$ cat src/rtl/bmi_pkg.sv
package bmi_pkg;
  localparam int FIELD_W   = 6;
  localparam int DATA_W    = 64;
  localparam int HALF_W    = DATA_W / 2;
  localparam int NUM_SIZES = FIELD_W;
  localparam int LG_W      = $clog2(FIELD_W + 1);

  typedef struct packed {
    logic [FIELD_W-1:0] s;
    logic [FIELD_W-1:0] r;
    logic [LG_W-1:0]    lg;
    logic               ill;
  } bmi_dec_t;
endpackage

$ cat src/rtl/bmi_size_decode.sv
module bmi_size_decode
  import bmi_pkg::*;
(
  input  logic                 n,
  input  logic [FIELD_W-1:0]   imms,
  input  logic [FIELD_W-1:0]   immr,
  input  logic                 wide,
  output bmi_dec_t             dec,
  output logic [NUM_SIZES-1:0] size_sel
);
  logic [LG_W-1:0]    lg;
  logic [FIELD_W-1:0] levels;
  logic [FIELD_W-1:0] s_used;

  // Element size: highest clear bit of imms, or the full width when n is set.
  always_comb begin
    lg = '0;
    for (int b = 0; b < FIELD_W; b++) begin
      if (!imms[b]) lg = LG_W'(b);
    end
    if (n) lg = LG_W'(FIELD_W);
  end

  always_comb begin
    for (int b = 0; b < FIELD_W; b++) begin
      levels[b] = (LG_W'(b) < lg);
    end
  end

  assign s_used  = imms & levels;
  assign dec.s   = s_used;
  assign dec.r   = immr & levels;
  assign dec.lg  = lg;
  assign dec.ill = (lg == '0) || (s_used == levels) || (n && !wide);

  for (genvar k = 0; k < NUM_SIZES; k++) begin : g_sel
    assign size_sel[k] = !dec.ill && (lg == LG_W'(k + 1));
  end
endmodule

$ cat src/rtl/bmi_tile.sv
module bmi_tile
  import bmi_pkg::*;
#(
  parameter int LG = 1
) (
  input  logic [FIELD_W-1:0] s,
  input  logic [FIELD_W-1:0] r,
  output logic [DATA_W-1:0]  pattern
);
  localparam int ES = 1 << LG;

  logic [ES-1:0] elem;
  logic [ES-1:0] rot;

  // Low S+1 bits set.
  always_comb begin
    for (int i = 0; i < ES; i++) begin
      elem[i] = (i <= int'(s));
    end
  end

  // Rotate right by R within the element.
  always_comb begin
    for (int i = 0; i < ES; i++) begin
      rot[i] = elem[(i + int'(r)) % ES];
    end
  end

  // Tile across the full data width.
  always_comb begin
    for (int j = 0; j < DATA_W; j++) begin
      pattern[j] = rot[j % ES];
    end
  end
endmodule

$ cat src/rtl/bmi_expand.sv
module bmi_expand
  import bmi_pkg::*;
#(
  parameter bit REG_OUT = 1'b1
) (
  input  logic               clk,
  input  logic               rst_n,
  input  logic               in_valid,
  output logic               in_ready,
  input  logic               in_n,
  input  logic [FIELD_W-1:0] in_imms,
  input  logic [FIELD_W-1:0] in_immr,
  input  logic               in_wide,
  output logic               out_valid,
  input  logic               out_ready,
  output logic [DATA_W-1:0]  out_value,
  output logic               out_illegal
);
  bmi_dec_t             dec;
  logic [NUM_SIZES-1:0] size_sel;
  logic [DATA_W-1:0]    pat [NUM_SIZES];
  logic [DATA_W-1:0]    value_c;

  bmi_size_decode u_dec (
    .n        (in_n),
    .imms     (in_imms),
    .immr     (in_immr),
    .wide     (in_wide),
    .dec      (dec),
    .size_sel (size_sel)
  );

  for (genvar k = 0; k < NUM_SIZES; k++) begin : g_tile
    bmi_tile #(.LG(k + 1)) u_tile (
      .s       (dec.s),
      .r       (dec.r),
      .pattern (pat[k])
    );
  end

  always_comb begin
    value_c = '0;
    for (int k = 0; k < NUM_SIZES; k++) begin
      if (size_sel[k]) value_c = pat[k];
    end
    if (!in_wide) value_c[DATA_W-1:HALF_W] = '0;
  end

  if (REG_OUT) begin : g_reg
    logic              vld_q;
    logic              ill_q;
    logic              wide_q;
    logic [DATA_W-1:0] val_q;
    logic              accept;

    assign accept = in_valid && in_ready;
    assign in_ready = !vld_q || out_ready;

    always_ff @(posedge clk or negedge rst_n) begin
      if (!rst_n) begin
        vld_q  <= 1'b0;
        ill_q  <= 1'b0;
        wide_q <= 1'b1;
        val_q  <= '0;
      end else if (accept) begin
        vld_q  <= 1'b1;
        ill_q  <= dec.ill;
        wide_q <= in_wide;
        val_q  <= value_c;
      end else if (out_ready) begin
        vld_q <= 1'b0;
      end
    end

    assign out_valid   = vld_q;
    assign out_value   = val_q;
    assign out_illegal = ill_q;

    assert_hold_R9: assert property (@(posedge clk) disable iff (!rst_n)
      (vld_q && !out_ready) |=> (vld_q && $stable(val_q) && $stable(ill_q)));
    assert_illegal_zero_R6: assert property (@(posedge clk) disable iff (!rst_n)
      (vld_q && ill_q) |-> (val_q == '0));
    assert_upper_zero_R8: assert property (@(posedge clk) disable iff (!rst_n)
      (vld_q && !wide_q) |-> (val_q[DATA_W-1:HALF_W] == '0));
    assert_narrow_wide_elem_R7: assert property (@(posedge clk) disable iff (!rst_n)
      (accept && in_n && !in_wide) |=> ill_q);
    assert_one_size_R2: assert property (@(posedge clk) disable iff (!rst_n)
      $onehot0(size_sel));
  end else begin : g_comb
    assign in_ready    = out_ready;
    assign out_valid   = in_valid;
    assign out_value   = value_c;
    assign out_illegal = dec.ill;
  end
endmodule

$ cat config.mk
export PLATFORM = sky130hd
export DESIGN_NAME = bmi_expand
export DESIGN_NICKNAME = d
export VERILOG_FILES = /design/src/rtl/bmi_pkg.sv /design/src/rtl/bmi_size_decode.sv /design/src/rtl/bmi_tile.sv /design/src/rtl/bmi_expand.sv
export SDC_FILE = /design/constraint.sdc
export NUM_CORES = 1
export LEC_CHECK = 0
export BUFFER_PORTS_ARGS = -buffer_cell sky130_fd_sc_hd__buf_4
export CORE_ASPECT_RATIO = 1.4
export CORE_MARGIN = 2
export CORE_UTILIZATION = 30
export DETAILED_ROUTE_END_ITERATION = 6
export GPL_TIMING_DRIVEN = 0
export MAX_ROUTING_LAYER = met4
export SLEW_MARGIN = 20
export SYNTH_ARGS = -nofsm -noshare
export SYNTH_HDL_FRONTEND = slang
export SYNTH_SLANG_ARGS = --single-unit
$ cat constraint.sdc
create_clock -name clk -period 4.3 [get_ports clk]
set_input_delay 0.645 -clock clk [delete_from_list [all_inputs] [get_ports clk]]
set_output_delay 0.645 -clock clk [all_outputs]
set_load 0.03 [all_outputs]
==> results of run 1 <==
[stage by stage]
stage	std cells	worst slack, ps	cell area, µm²
floorplan	1373	265	10500
global placement	1902	-1350	11600
detailed placement	1902	-1390	11600
CTS	1917	6.05	12000
global route	1921	-29.5	12200
finish	1921	20.2	12200
[layer usage]
metal,up-vias,global-route usage
met5,-,-
met4,0,0.216
met3,218,0.0289
met2,738,0.483
met1,6019,0.362
li1,5497,-
[cell usage in the layout (no fill, tap or decap), types with 42 or more instances in the layout]
cell,Yosys,routed
a21oi_1,148,144
nor2_1,112,110
nand2_1,106,104
buf_4,8,93
o21ai_0,83,79
dfrtp_1,66,66
mux2i_1,54,53
clkbuf_1,50,44
a211oi_1,47,42
xnor2_1,46,42
[cells by family after synthesis]
logic type / after synthesis / synth area share
compound gates: 580 / 0.378
xor+xnor: 56 / 0.0476
fa+ha+maj: 19 / 0.0223
buf+inv: 151 / 0.0695
flops: 66 / 0.158
mux: 110 / 0.140
simple gates: 391 / 0.185
[final cells by class]
type,instances,area share
plain buffers,119,0.0526
clock buffers,12,0.0210
clock inverters,4,0.00409
inverters,30,0.00921
multi-input cells,1156,0.681
flip-flops and latches,66,0.135
well taps,451,0.0462
repair buffers,83,0.0510
[repair_timing]
item                       4_1_cts  5_1_grt
pin swaps                        2        3
setup endpoints to repair       48       44
setup buffers                    1        4
gates resized for setup         24       50
hold endpoints to repair         0        0
[how the worst max path moves through the flow]
| stage | to | slack (ps) |
|---|---|---|
| after global routing | out_value[34] | -30 |
| after CTS | out_value[43] | 6 |
| after global placement | out_value[43] | -1350 |
| after detailed placement | out_value[43] | -1390 |
| after floorplan | out_value[41] | 270 |
| final | out_value[47] | 20 |
[registers in the layout (all words and copies together) (netlist names)]
register     count
out_value       64
out_valid        1
out_illegal      1
[critical path, delay by kind of cell]
family	cells	cell delay (ps)
buffers and inverters	5	1220
AND/OR/NAND/NOR	6	1990
AO/OA/AOI/OAI	2	690
[power by group through the flow]
stage	Combinational (mW)	Sequential (mW)	Clock, mW
after floorplan	1.15	1.03	0
after global placement	2.06	0.816	0
after detailed placement	2.06	0.820	0
after CTS	2.08	0.811	0.776
after global routing	2.28	0.823	0.804
final	2.16	0.810	0.771
==> impl_metrics.csv, run 1 <==
group,metric,value,unit
routing,drc,0,
routing,vias_per_cell,6.49,
synth,ys_types,100,
timing,rsz0062_at_grt,"yes",
place,place_hpwl,44400,µm
flow_run,drv_cap,0,
clock_tree,cts_tree,"done",
synth,syn_inst,1373,
timing,max-slew-margin-rel,0.318,
critical_path,r2r_start,"out_valid",
synth,async_reset_ff_frac,1.00,
routing,wl_per_cell,28.8,µm
synth,syn_area,10500,µm²
critical_path,required,4590,ps
grt,track_usage,0.305,
synth,synth.most_common_cell,"a21oi_1",
floorplan,die-area,36400,µm²
grt,grt_pass1_wl,80200,µm
finish,drive_gt1_frac,0.209,
critical_path,critPathMaxFanout,10,
routing,dr.pass1.iters,6,
critical_path,path_cells,"buf_4 -> buf_2 -> buf_6 -> inv_1 -> nor2_1 -> o21ai_0 -> nor3b_2 -> buf_2 -> nand2_2 -> nor2_2 -> nand2_1 -> nor2_1 -> a211o_1",
clock_tree,numClockSinks,66,
grt,grt_pass1_vias,11993,
floorplan,row_count,80,
power,total_power,3.74,mW
critical_path,path_class,"in2reg",
place,port_buffers,78,
timing,drv_slew,0,
grt,grt_antenna_before_repair,0,
finish,multiInputGateArea,8320,µm²
timing,hold_viol,0,
synth,yosys_warnings,0,
critical_path,worst_ep_arrival_time,4570,ps
routing,drt_iter0_drc,1566,
power,ir_drop,254,µV
routing,wl_met1,21700,µm
floorplan,ios,85,
floorplan,dieWidth,162,µm
clock_tree,cts_buffers,9,
synth,synth.top_cell.area_share,0.158,
clock_tree,htree_levels,3,
timing,setup_violations,0,
synth,synth_area_leader_cell,"dfrtp_1",
routing,top_layer_used,"met4",
timing,period_share,0.995,
power,p_sw_frac,0.474,
synth,ys_ff_latch,66,
synth,post_synth.cell_area_avg,7.62,µm²
clock_tree,clk_path_buf_depth,2,
synth,synth_edf_count,0,
critical_path,cp-start-kind,"primary input",
timing,fmax,234,MHz
synth,mappedNetlistNets,1408,
floorplan,coreArea,34200,µm²
timing,fin_crit,4280,ps
critical_path,r2r_cells,6,
routing,wl_met3,3550,µm
clock_tree,clkLatencyLatePin,350,ps
finish,syn_to_final_growth,16.9,%
power,pwr-share-clk,0.206,
routing,wl,55300,µm
critical_path,r2r_slack,1530,ps
routing,antenna_left,0,
finish,fill_cells,3691,
synth,yosysSeqAreaShare,0.158,
critical_path,setup.worst_path.start,"in_imms[4]",
finish,finish.utilization,0.357,
critical_path,crit_path_end_kind,"flop",
status,status,"complete, no violations",
clock_tree,hold_buffers,0,
worst_hold_path,hp-class,"in2async",
synth,synth-main-ff-cell,"dfrtp_1",
clock_tree,cts_root_buf,"clkbuf_16",
critical_path,r2r_end,"out_value[9]",
place,place.gp.congestion,1.01,
finish,seq_area,1650,µm²
timing,fin_skew,5.19,ps
timing,hold_slack,372,ps
timing,worst_pin_slew,1010,ps
synth,synthTopCellsByArea,"dfrtp_1 (16%), a21oi_1 (7.1%), mux2i_1 (5.2%)",
critical_path,slowest_delay,760,ps
power,internal_power,1.97,mW
clock_tree,clkTransAtPathRegs,60,ps
floorplan,initial_core_util,0.305,
power,switchingPower,1.77,mW
finish,finalNetCount,1500,
power,p_leak,4.57,nW
critical_path,crit_slowest_cell,"nor3b_2",
power,comb_power_share,0.577,
power,power_frac_seq,0.217,
grt,grt_max_degree,67,
grt,grt.overflow.total,0,
timing,tns,0,ps
finish,num_antenna_cells,0,
floorplan,die_h,225,µm
synth,synth_common_cells,"a21oi_1 (148), nor2_1 (112), nand2_1 (106)",
routing,num_vias,12472,
power,p_per_area,306,nW/µm²
routing,wl_met2,25800,µm
No activity file was read; power rests on OpenSTA's default activity.
==> inputs of run 2 (changes only) <==
- ABC_AREA: default -> 1
==> impl_metrics.csv, run 2 <==
group,metric,value,unit
finish,syn_to_final_growth,15.0,%
clock_tree,numClockSinks,66,
timing,setup_violations,0,
synth,async_reset_ff_frac,1.00,
grt,grt_antenna_before_repair,0,
place,placed_cells,2361,
routing,vias_per_cell,5.41,
power,pwr-share-clk,0.203,
clock_tree,clkLatencyLatePin,350,ps
power,p_sw_frac,0.508,
finish,drive_gt1_frac,0.101,
clock_tree,htree_levels,3,
finish,fill_cells,3890,
floorplan,row_count,79,
finish,num_antenna_cells,0,
timing,hold_viol,0,
finish,finalNetCount,1960,
timing,fin_crit,4000,ps
clock_tree,clk_path_buf_depth,2,
routing,wl,50300,µm
grt,grt.overflow.total,0,
status,status,"complete, no violations",
clock_tree,clkTransAtPathRegs,60,ps
finish,final_cells,2374,
power,ir_drop,225,µV
place,dpl_cell_area,11100,µm²
critical_path,cp-start-kind,"primary input",
grt,grt_pass1_wl,75300,µm
floorplan,ios,85,
finish,finish.utilization,0.347,
clock_tree,cts_root_buf,"clkbuf_16",
grt,track_usage,0.301,
grt,grt_pass1_vias,12085,
timing,tns,0,ps
grt,grt_max_degree,67,
critical_path,path_class,"in2reg",
critical_path,path_buf_inv,7,
critical_path,path_cells,"buf_4 -> inv_1 -> a21oi_2 -> nand3_4 -> nand2_4 -> buf_2 -> buf_4 -> ha_1 -> clkbuf_1 -> inv_1 -> buf_1 -> nand3_1 -> nand3_1 -> nand3_1 -> nand3_1 -> nand3_1 -> nand3_1 -> nand2_1 -> nand2_1 -> nand2_1",
critical_path,cp_common_cell,"nand3_1",
timing,hold_slack,392,ps
floorplan,dieWidth,158,µm
clock_tree,cts_buffers,9,
finish,largest_register_ffs,64,
routing,drc,0,
synth,yosys_warnings,0,
floorplan,die_h,220,µm
clock_tree,hold_buffers,0,
synth,syn_area,9960,µm²
timing,fmax,250,MHz
timing,max-slew-margin-rel,0.221,
timing,period_share,0.930,
synth,post_synth.cell_area_avg,5.43,µm²
critical_path,critPathMaxFanout,10,
power,internal_power,1.98,mW
critical_path,required,4530,ps
critical_path,crit_slowest_cell,"buf_1",
synth,synth_edf_count,0,
synth,synth.top_cell.area_share,0.310,
critical_path,crit_family,"buffers and inverters",
synth,ys_types,36,
synth,yosysSeqAreaShare,0.166,
synth,synth_area_leader_cell,"nand3_1",
critical_path,setup.worst_path.start,"in_imms[3]",
floorplan,coreArea,33000,µm²
timing,fin_skew,9.27,ps
timing,rsz0062_at_grt,"no",
power,total_power,4.03,mW
worst_hold_path,hp-class,"in2async",
routing,num_vias,12838,
power,p_per_area,352,nW/µm²
timing,worst_pin_slew,1160,ps
critical_path,slowest_delay,400,ps
synth,mappedNetlistNets,1870,
place,pre_cts_slack,-276,ps
flow_run,drv_cap,0,
synth,syn_inst,1835,
synth,synth-main-ff-cell,"dfrtp_1",
routing,antenna_left,0,
power,power_frac_seq,0.206,
clock_tree,cts_tree,"done",
synth,synth_common_cells,"nand2_1 (617), nand3_1 (617), inv_1 (133)",
finish,design_area,11500,µm²
routing,dr.pass1.iters,5,
synth,synthTopCellsByArea,"nand3_1 (31%), nand2_1 (23%), dfrtp_1 (17%)",
floorplan,initial_core_util,0.302,
synth,ys_ff_latch,66,
place,place_hpwl,42600,µm
critical_path,crit_path_end_kind,"flop",
finish,layout_common_cells,"nand2_1 (617), nand3_1 (617), inv_1 (133)",
routing,wl_per_cell,21.2,µm
timing,drv_slew,0,
critical_path,worst_ep_arrival_time,4230,ps
power,p_leak,6.12,nW
routing,drt_iter0_drc,1078,
floorplan,die-area,34700,µm²
power,comb_power_share,0.591,
place,port_buffers,81,
timing,fin_ws,300,ps
critical_path,r2r_start,"out_valid",
place,place.gp.congestion,1.03,
power,switchingPower,2.05,mW
run 2: what timing repair did:
action	CTS	global route
buffers inserted	0	0
endpoints found under the setup margin	0	24
gates resized for setup	0	2
run 2: routing by layer:
metal	track usage	share of wire
met3	0.0132	0.043
met2	0.498	0.48
met4	0.164	0.060
met5	-	0
met1	0.369	0.42
run 2: area by class of cell:
cell class              instances  area (µm²)  area share
multi-input cells            1520        7320       0.638
plain buffers                  68         328      0.0286
inverters                     179         679      0.0593
clock inverters                 2        60.1     0.00524
well taps                     445         557      0.0486
clock buffers                  13         260      0.0227
flip-flops and latches         66        1650       0.144
repair buffers                 81         608      0.0531
run 2: path summary, 6_finish.rpt:
kind | endpoint | slack, ps | depth (start not counted)
worst max-delay path | out_value[35] | 300 | 20
worst min-delay path | out_value[50] | 390 | 1
min in group clk | out_value[32] | 480 | 2
worst min register to register | out_value[32] | 480 | 2
worst max register to register | out_value[46] | 2120 | 6
max in group asynchronous | out_value[51] | 3330 | 1
run 2: cell families (layout without fill, tap and decap cells):
logic type	after synthesis	count (layout)	share of synthesized area
simple gates	1357	1357	0.603
buf+inv	249	343	0.102
compound gates	94	94	0.0520
flops	66	66	0.166
xor+xnor	51	51	0.0546
fa+ha+maj	17	17	0.0214
mux	1	1	0.00138
run 2: worst reg2reg max path, stage by stage, from the launching register on:
cell	delay, ps
dfrtp_1	340
nand2_1	80
nand2_1	150
clkbuf_1	640
clkbuf_1	670
nand2_1	120
nand2_1	100
run 2: power by group through the flow:
stage                     Sequential, mW  Clock, mW  Combinational [mW]
after floorplan                     1.08          0                1.31
after global placement             0.836          0                2.34
after detailed placement           0.839          0                2.35
after CTS                          0.832      0.824                2.36
after global routing               0.845      0.849                2.62
final                              0.830      0.818                2.39
